File: config.mk
export PLATFORM = sky130hd
export DESIGN_NAME = flash_bus_front
export DESIGN_NICKNAME = d
export VERILOG_FILES = /design/src/rtl/fbf_pkg.sv /design/src/rtl/fbf_sync.sv /design/src/rtl/fbf_addr_latch.sv /design/src/rtl/fbf_write_cap.sv /design/src/rtl/fbf_read_path.sv /design/src/rtl/flash_bus_front.sv
export SDC_FILE = /design/constraint.sdc
export NUM_CORES = 1
export LEC_CHECK = 0
export ABC_AREA = 1
export BUFFER_PORTS_ARGS = -buffer_cell sky130_fd_sc_hd__clkbuf_2
export CAP_MARGIN = 20
export CORE_ASPECT_RATIO = 1.5
export CORE_MARGIN = 5
export CORE_UTILIZATION = 30
export CTS_BUF_LIST = sky130_fd_sc_hd__clkbuf_4 sky130_fd_sc_hd__clkbuf_8
export CTS_CLUSTER_SIZE = 25
export DETAILED_ROUTE_END_ITERATION = 8
export REMOVE_ABC_BUFFERS = 1
export SETUP_SLACK_MARGIN = 0.3
export SLEW_MARGIN = 20
export SYNTH_ARGS = -nofsm -noshare
export SYNTH_HDL_FRONTEND = slang
export SYNTH_SLANG_ARGS = --single-unit
File: constraint.sdc
create_clock -name clk -period 3.5 [get_ports clk]
set_clock_uncertainty 0.1 [all_clocks]
set_input_delay 0.35 -clock clk [delete_from_list [all_inputs] [get_ports clk]]
set_output_delay 0.35 -clock clk [all_outputs]
set_load 0.005 [all_outputs]
File: src/rtl/fbf_pkg.sv
// Shared types and helpers of the flash bus front end.
// Assumes control pins are active low and already synchronized.
package fbf_pkg;

    // Cycle class; the numeric codes are visible on the bus_op port.
    typedef enum logic [2:0] {
        OP_RESET   = 3'd0,
        OP_STANDBY = 3'd1,
        OP_OUTDIS  = 3'd2,
        OP_READ    = 3'd3,
        OP_WRITE   = 3'd4
    } bus_op_t;

    // Bit positions of the control pins inside the synchronizer bus.
    localparam int CI_HRST = 0;
    localparam int CI_SEL  = 1;
    localparam int CI_RDEN = 2;
    localparam int CI_WREN = 3;
    localparam int CI_ALAT = 4;
    localparam int CI_BCLK = 5;
    localparam int NCTRL   = 6;

    // Classify one bus cycle from the sampled active-low pins.
    function automatic bus_op_t classify(input logic hrst_n, input logic sel_n,
                                         input logic rden_n, input logic wren_n);
        bus_op_t op;
        if (!hrst_n)                op = OP_RESET;
        else if (sel_n)             op = OP_STANDBY;
        else if (!wren_n && rden_n) op = OP_WRITE;
        else if (!rden_n && wren_n) op = OP_READ;
        else                        op = OP_OUTDIS;
        return op;
    endfunction

endpackage

File: src/rtl/fbf_sync.sv
// Two-flop synchronizer bank, one chain per bit.
// Assumes each bit is independent; multi-bit buses must be stable
// around the sampling points (quasi-static address and data).
module fbf_sync #(
    parameter int           W    = 8,
    parameter logic [W-1:0] INIT = '0
) (
    input  logic         clk,
    input  logic         rst_n,
    input  logic [W-1:0] d,
    output logic [W-1:0] q
);

    for (genvar i = 0; i < W; i++) begin : g_bit
        logic meta_q;
        logic stab_q;

        // Two-stage resampling of one pin into the clk domain.
        always_ff @(posedge clk) begin
            if (!rst_n) begin
                meta_q <= INIT[i];
                stab_q <= INIT[i];
            end else begin
                meta_q <= d[i];
                stab_q <= meta_q;
            end
        end

        assign q[i] = stab_q;
    end

endmodule

File: src/rtl/fbf_addr_latch.sv
// Address latch with asynchronous (transparent) and synchronous
// (first-event) modes. Assumes synchronized inputs and their values
// one cycle earlier for edge detection.
module fbf_addr_latch #(
    parameter int AW = 16
) (
    input  logic          clk,
    input  logic          rst_n,
    input  logic          mode_sync,
    input  logic          hrst_s,
    input  logic          sel_s,
    input  logic          wren_s,
    input  logic          alat_s,
    input  logic          alat_p,
    input  logic          bclk_s,
    input  logic          bclk_p,
    input  logic [AW-1:0] addr_s,
    output logic [AW-1:0] addr_q,
    output logic          sync_cap
);

    logic armed_q;
    logic alat_rise;
    logic alat_fall;
    logic bclk_rise;
    logic cap_allowed;

    assign alat_rise   = alat_s & ~alat_p;
    assign alat_fall   = ~alat_s & alat_p;
    assign bclk_rise   = bclk_s & ~bclk_p;
    assign cap_allowed = ~sel_s & wren_s & hrst_s;

    // First qualifying event of an armed window captures in sync mode.
    assign sync_cap = mode_sync & armed_q & cap_allowed
                    & (alat_rise | (bclk_rise & ~alat_s));

    // Arm on each new address-valid window, disarm after a capture.
    always_ff @(posedge clk) begin
        if (!rst_n)          armed_q <= 1'b1;
        else if (!hrst_s)    armed_q <= 1'b1;
        else if (sync_cap)   armed_q <= 1'b0;
        else if (alat_fall)  armed_q <= 1'b1;
    end

    // Latch storage: follows pins in async mode, loads on capture in sync.
    always_ff @(posedge clk) begin
        if (!rst_n)                     addr_q <= '0;
        else if (!mode_sync && !alat_s) addr_q <= addr_s;
        else if (sync_cap)              addr_q <= addr_s;
    end

endmodule

File: src/rtl/fbf_write_cap.sv
// Write capture: holds the pins during a write window and issues one
// strobe when the window closes. Assumes the cycle class of this and
// the previous cycle plus rising-edge flags of select and write enable.
module fbf_write_cap
    import fbf_pkg::*;
#(
    parameter int AW = 16,
    parameter int DW = 16
) (
    input  logic          clk,
    input  logic          rst_n,
    input  bus_op_t       op,
    input  bus_op_t       op_prev,
    input  logic          sel_rise,
    input  logic          wren_rise,
    input  logic [AW-1:0] addr_s,
    input  logic [DW-1:0] data_s,
    output logic          cmd_valid,
    output logic [AW-1:0] cmd_addr,
    output logic [DW-1:0] cmd_data
);

    logic [AW-1:0] hold_addr;
    logic [DW-1:0] hold_data;
    logic          close_evt;

    // Window closes on the first rising enable after a write cycle.
    assign close_evt = (op_prev == OP_WRITE) && (op != OP_RESET)
                     && (sel_rise || wren_rise);

    // Track the pins for as long as the write window is open.
    always_ff @(posedge clk) begin
        if (!rst_n) begin
            hold_addr <= '0;
            hold_data <= '0;
        end else if (op == OP_WRITE) begin
            hold_addr <= addr_s;
            hold_data <= data_s;
        end
    end

    // Emit the single-cycle command strobe with the held values.
    always_ff @(posedge clk) begin
        if (!rst_n) begin
            cmd_valid <= 1'b0;
            cmd_addr  <= '0;
            cmd_data  <= '0;
        end else begin
            cmd_valid <= close_evt;
            if (close_evt) begin
                cmd_addr <= hold_addr;
                cmd_data <= hold_data;
            end
        end
    end

endmodule

File: src/rtl/fbf_read_path.sv
// Read path: output enables for data and stall, and the stall counter
// started by a synchronous capture. Assumes mem_rdata is valid in the
// same cycle as the latched address.
module fbf_read_path
    import fbf_pkg::*;
#(
    parameter int DW         = 16,
    parameter int RD_LATENCY = 4
) (
    input  logic          clk,
    input  logic          rst_n,
    input  logic          hrst_s,
    input  bus_op_t       op,
    input  logic          mode_sync,
    input  logic          sync_cap,
    input  logic [DW-1:0] mem_rdata,
    output logic [DW-1:0] data_out,
    output logic          data_oe,
    output logic          stall_out,
    output logic          stall_oe
);

    localparam int CW = $clog2(RD_LATENCY + 1);

    logic [CW-1:0] lat_cnt;

    // Count the initial latency; the reset pin abandons it.
    always_ff @(posedge clk) begin
        if (!rst_n)              lat_cnt <= '0;
        else if (!hrst_s)        lat_cnt <= '0;
        else if (sync_cap)       lat_cnt <= CW'(RD_LATENCY);
        else if (lat_cnt != '0)  lat_cnt <= lat_cnt - 1'b1;
    end

    assign data_out  = mem_rdata;
    assign data_oe   = (op == OP_READ);
    assign stall_oe  = (op == OP_READ) && mode_sync;
    assign stall_out = (lat_cnt != '0);

endmodule

File: src/rtl/flash_bus_front.sv
// Device-side front end of a parallel flash bus. Synchronizes all pins,
// classifies the cycle, latches the address, captures writes and drives
// the read enables. Assumes clk is several times faster than any pin
// transition and that cfg_sync only changes while the bus is idle.
module flash_bus_front
    import fbf_pkg::*;
#(
    parameter int AW         = 16,
    parameter int DW         = 16,
    parameter int RD_LATENCY = 4
) (
    input  logic          clk,
    input  logic          rst_n,
    input  logic          cfg_sync,
    input  logic          pin_hrst_n,
    input  logic          pin_sel_n,
    input  logic          pin_rden_n,
    input  logic          pin_wren_n,
    input  logic          pin_alat_n,
    input  logic          pin_bclk,
    input  logic [AW-1:0] pin_addr,
    input  logic [DW-1:0] data_in,
    output logic [DW-1:0] data_out,
    output logic          data_oe,
    output logic          stall_out,
    output logic          stall_oe,
    output logic [AW-1:0] mem_addr,
    input  logic [DW-1:0] mem_rdata,
    output logic          cmd_valid,
    output logic [AW-1:0] cmd_addr,
    output logic [DW-1:0] cmd_data,
    output logic [2:0]    bus_op
);

    localparam int SW = NCTRL + AW + DW;
    localparam logic [SW-1:0] SYNC_INIT = {{(AW + DW){1'b0}}, {NCTRL{1'b1}}};

    logic [SW-1:0]    pin_bus;
    logic [SW-1:0]    pin_s;
    logic [NCTRL-1:0] ctrl_s;
    logic [AW-1:0]    addr_s;
    logic [DW-1:0]    data_s;
    logic             sel_p, wren_p, alat_p, bclk_p;
    logic             mode_q;
    logic             sync_cap;
    bus_op_t          op;
    bus_op_t          op_prev;

    assign pin_bus = {data_in, pin_addr, pin_bclk, pin_alat_n,
                      pin_wren_n, pin_rden_n, pin_sel_n, pin_hrst_n};

    fbf_sync #(.W(SW), .INIT(SYNC_INIT)) u_sync (
        .clk   (clk),
        .rst_n (rst_n),
        .d     (pin_bus),
        .q     (pin_s)
    );

    assign ctrl_s = pin_s[NCTRL-1:0];
    assign addr_s = pin_s[NCTRL +: AW];
    assign data_s = pin_s[NCTRL + AW +: DW];

    assign op     = classify(ctrl_s[CI_HRST], ctrl_s[CI_SEL],
                             ctrl_s[CI_RDEN], ctrl_s[CI_WREN]);
    assign bus_op = op;

    // One-cycle history of edge-sensitive pins and of the cycle class.
    always_ff @(posedge clk) begin
        if (!rst_n) begin
            sel_p   <= 1'b1;
            wren_p  <= 1'b1;
            alat_p  <= 1'b1;
            bclk_p  <= 1'b1;
            op_prev <= OP_STANDBY;
        end else begin
            sel_p   <= ctrl_s[CI_SEL];
            wren_p  <= ctrl_s[CI_WREN];
            alat_p  <= ctrl_s[CI_ALAT];
            bclk_p  <= ctrl_s[CI_BCLK];
            op_prev <= op;
        end
    end

    // Mode register: async after reset, reloaded only while idle.
    always_ff @(posedge clk) begin
        if (!rst_n)
            mode_q <= 1'b0;
        else if (op == OP_STANDBY || op == OP_RESET)
            mode_q <= cfg_sync;
    end

    fbf_addr_latch #(.AW(AW)) u_alat (
        .clk       (clk),
        .rst_n     (rst_n),
        .mode_sync (mode_q),
        .hrst_s    (ctrl_s[CI_HRST]),
        .sel_s     (ctrl_s[CI_SEL]),
        .wren_s    (ctrl_s[CI_WREN]),
        .alat_s    (ctrl_s[CI_ALAT]),
        .alat_p    (alat_p),
        .bclk_s    (ctrl_s[CI_BCLK]),
        .bclk_p    (bclk_p),
        .addr_s    (addr_s),
        .addr_q    (mem_addr),
        .sync_cap  (sync_cap)
    );

    fbf_write_cap #(.AW(AW), .DW(DW)) u_wcap (
        .clk       (clk),
        .rst_n     (rst_n),
        .op        (op),
        .op_prev   (op_prev),
        .sel_rise  (ctrl_s[CI_SEL] & ~sel_p),
        .wren_rise (ctrl_s[CI_WREN] & ~wren_p),
        .addr_s    (addr_s),
        .data_s    (data_s),
        .cmd_valid (cmd_valid),
        .cmd_addr  (cmd_addr),
        .cmd_data  (cmd_data)
    );

    fbf_read_path #(.DW(DW), .RD_LATENCY(RD_LATENCY)) u_rd (
        .clk       (clk),
        .rst_n     (rst_n),
        .hrst_s    (ctrl_s[CI_HRST]),
        .op        (op),
        .mode_sync (mode_q),
        .sync_cap  (sync_cap),
        .mem_rdata (mem_rdata),
        .data_out  (data_out),
        .data_oe   (data_oe),
        .stall_out (stall_out),
        .stall_oe  (stall_oe)
    );

endmodule

==> impl_results.md <==
- Gr usage total: 0.120
- Largest net degree at the start of global routing: 60
- Final non-filler cell total: 1070
- Slew @ Worst Pin: 0.852 ns
- Placed Cells: 1006
- Number of port buffers: 95
- Layout cells sized above 1: 0.195
- Area leader, netlist: dfxtp_1
- Max frequency: 430 MHz
- Synth top area cells: dfxtp_1 59%, nand2_1 8.4%, inv_1 6.3%
- I/O Pins: 128
- Status: finished clean
- Initial core utilization: 0.303
- Critical path class: reg2out
- Startpoint types: register
- GR Layer Usage met2: 0.200
- Slew Limit Headroom: 0.431
- Core ar.: 0.0190 mm²
- Row cnt: 62
- Met3 Use GR: 0.0421
- Post-route ant nets: 0
- Yosys Warn Count: 0
- Clock H-tree levels: 4
- Post-synth ARST share: 0
- Vias per cell: 4.11
- Post-synthesis sequential area ratio: 0.588
- Gr busiest metal: met2
- WP data arrival: 1.87 ns
- Die width: 123 µm
- Vias: 4400
- Clock Tree Root: clkbuf_8
- 1st-iter DRT viols: 225
- Total grt overflow: 0
- Final Setup Violations: 0
- Antenna violations before repair: 0
- Unique cell type count in the Yosys netlist: 20
- Gpl congestion: 0.766
- Area growth syn-to-layout: 23.2%
- MaxCap Viol Count: 0
- Max VDD drop: 0.211 mV
- Diodes inserted: 0
- M1 GR Usage: 0.140
- Hpwl dp: 8.20 mm
- Total Wirelength: 12.9 mm
- # DRC: 0
- Synthesized area: 0.00576 mm²
- Max FO, Critical Path: 35
- Crit path capture type: output port
- Tcrit/Tclk final: 0.664
- Nets: 862
- Synth top area share: 0.588
- #FFs+latches synth: 169
- WP data required: 3.05 ns
- PD cells: 540 mW/mm²
- Number of clock sinks: 169
- Hold crit path type: in2reg
- Worst-path clk slew: 0.08 ns
- Clk Latency, worst-skew pair: 0.44 ns
- Post_cts resized: 0
- Die Y: 180 µm
- Number of global-route vias before repair: 4047
- Count leader, synth: dfxtp_1
- Ys flop type: dfxtp_1
- CTS max path bufs: 2
- Num CTS Buffers: 17
- Synth Area per Inst: 8.19 µm²
- First-pass GRT wire length: 21.0 mm
- Die area: 0.0221 mm²
- DRT Pass-1 Iters: 4
- Final slew viol count: 0
- TritonCTS clock tree: yes
- Synth top cells by count: 169 x dfxtp_1, 129 x nand2_1, 97 x inv_1
- Unrepaired setup endpoints after global routing: no
- Pleak: 0.00346 µW
- Final Critical Period: 2.32 ns
- DR WL/cell: 12.1 µm
- Setup TNS: 0 ns
- EDFF count, synth: 0
- Hold Vio Cnt, Final: 0
- Post CTS Setup Buffer Count: 0
- Mapped Cells: 703
worst max-delay path, cell delays in order (launching register included):
cell and delay [ns]:
dfxtp_1 0.34, inv_1 0.05, nor2_2 0.14, nand3_2 0.08
buf_4 0.26, inv_2 0.37, clkbuf_2 0.19
cell type report:
type	count	area (µm²)
fill	2008	11900
sequential	169	3380
multi-input combinational	379	1710
timing repair buffer	135	861
inverter	100	375
tap	256	320
clock buffer	18	248
clock inverter	13	191
state kept, by name, summed over array words and instances, names as in the netlist:
signal and count:
alat_p 1, bclk_p 1, mode_q 1, op_prev 3, sel_p 1, u_alat.addr_q 16
u_alat.armed_q 1, u_rd.lat_cnt 3, u_sync.g_bit.meta_q 38, u_sync.g_bit.stab_q 38, u_wcap.cmd_addr 16, u_wcap.cmd_data 16
u_wcap.cmd_valid 1, u_wcap.hold_addr 16, u_wcap.hold_data 16, wren_p 1
power breakdown:
part	switching, µW	leakage (µW)	internal [µW]	total, µW
Combinational	163	0.00187	133	296
Sequential	27.5	0.00138	1990	2020
Clock	707	0.000213	802	1510
cells by family after synthesis:
| kind of cell | count (synthesis) | share of synthesized area |
|---|---|---|
| AOI/OAI and AO/OA | 89 | 0.0787 |
| buffers and inverters | 155 | 0.119 |
| DFF | 169 | 0.588 |
| adders and majority gates | 3 | 0.00652 |
| and+or+nand+nor | 287 | 0.208 |
layout by cell type (no fill, tap or decap), drive strengths merged:
master and n:
dfxtp 169, buf 8, a21oi 54, clkinvlp 3, dlygate4sd3 33, nand3 50
nor3 1, ha 3, clkbuf 112, clkinv 2, inv 104, bufinv 4
or2 14, nand2 130, o21ai 34, nor2 92, o22ai 1
worst paths after layout:
kind                                           start                            endpoint  slack [ns]  cells past startpoint
hold reg to reg   u_sync.g_bit[17].meta_q$_SDFF_PN0_  u_sync.g_bit[17].stab_q$_SDFF_PN0_        0.31                      2
setup / recovery   u_sync.g_bit[2].stab_q$_SDFF_PN1_                           bus_op[2]        1.18                      6
setup reg to reg   u_sync.g_bit[0].stab_q$_SDFF_PN1_     u_wcap.cmd_data[0]$_SDFFE_PN0P_        1.42                      7
hold / removal                          pin_addr[14]  u_sync.g_bit[20].meta_q$_SDFF_PN0_        0.02                      3
per-layer routing:
| layer | share of wire | vias up | wire [µm] |
|---|---|---|---|
| met5 | 0 | - | 0 |
| li1 | - | 2320 | - |
| met1 | 0.42 | 1979 | 5420 |
| met4 | 0.017 | 0 | 223 |
| met2 | 0.51 | 90 | 6570 |
| met3 | 0.056 | 11 | 729 |
through the flow:
step	setup slack (ns)	hold WS [ns]	instance area, µm²	utilization	power, µW
floorplan	1.23	0.290	5450	-	2230
global placement	1.43	0.293	6320	0.332	2330
global route	0.980	0.00865	7090	0.373	4010
detailed placement	1.38	0.295	6320	0.332	2340
CTS	1.10	0.00138	7090	0.373	3890
finish	1.18	0.0196	7090	0.373	3830
timing repair:
item                                   CTS  global route
setup endpoints to repair                0             0
endpoints found under the hold margin   33             0
hold buffers                            33             0
Note: power is estimated with default switching activity, not from simulation.
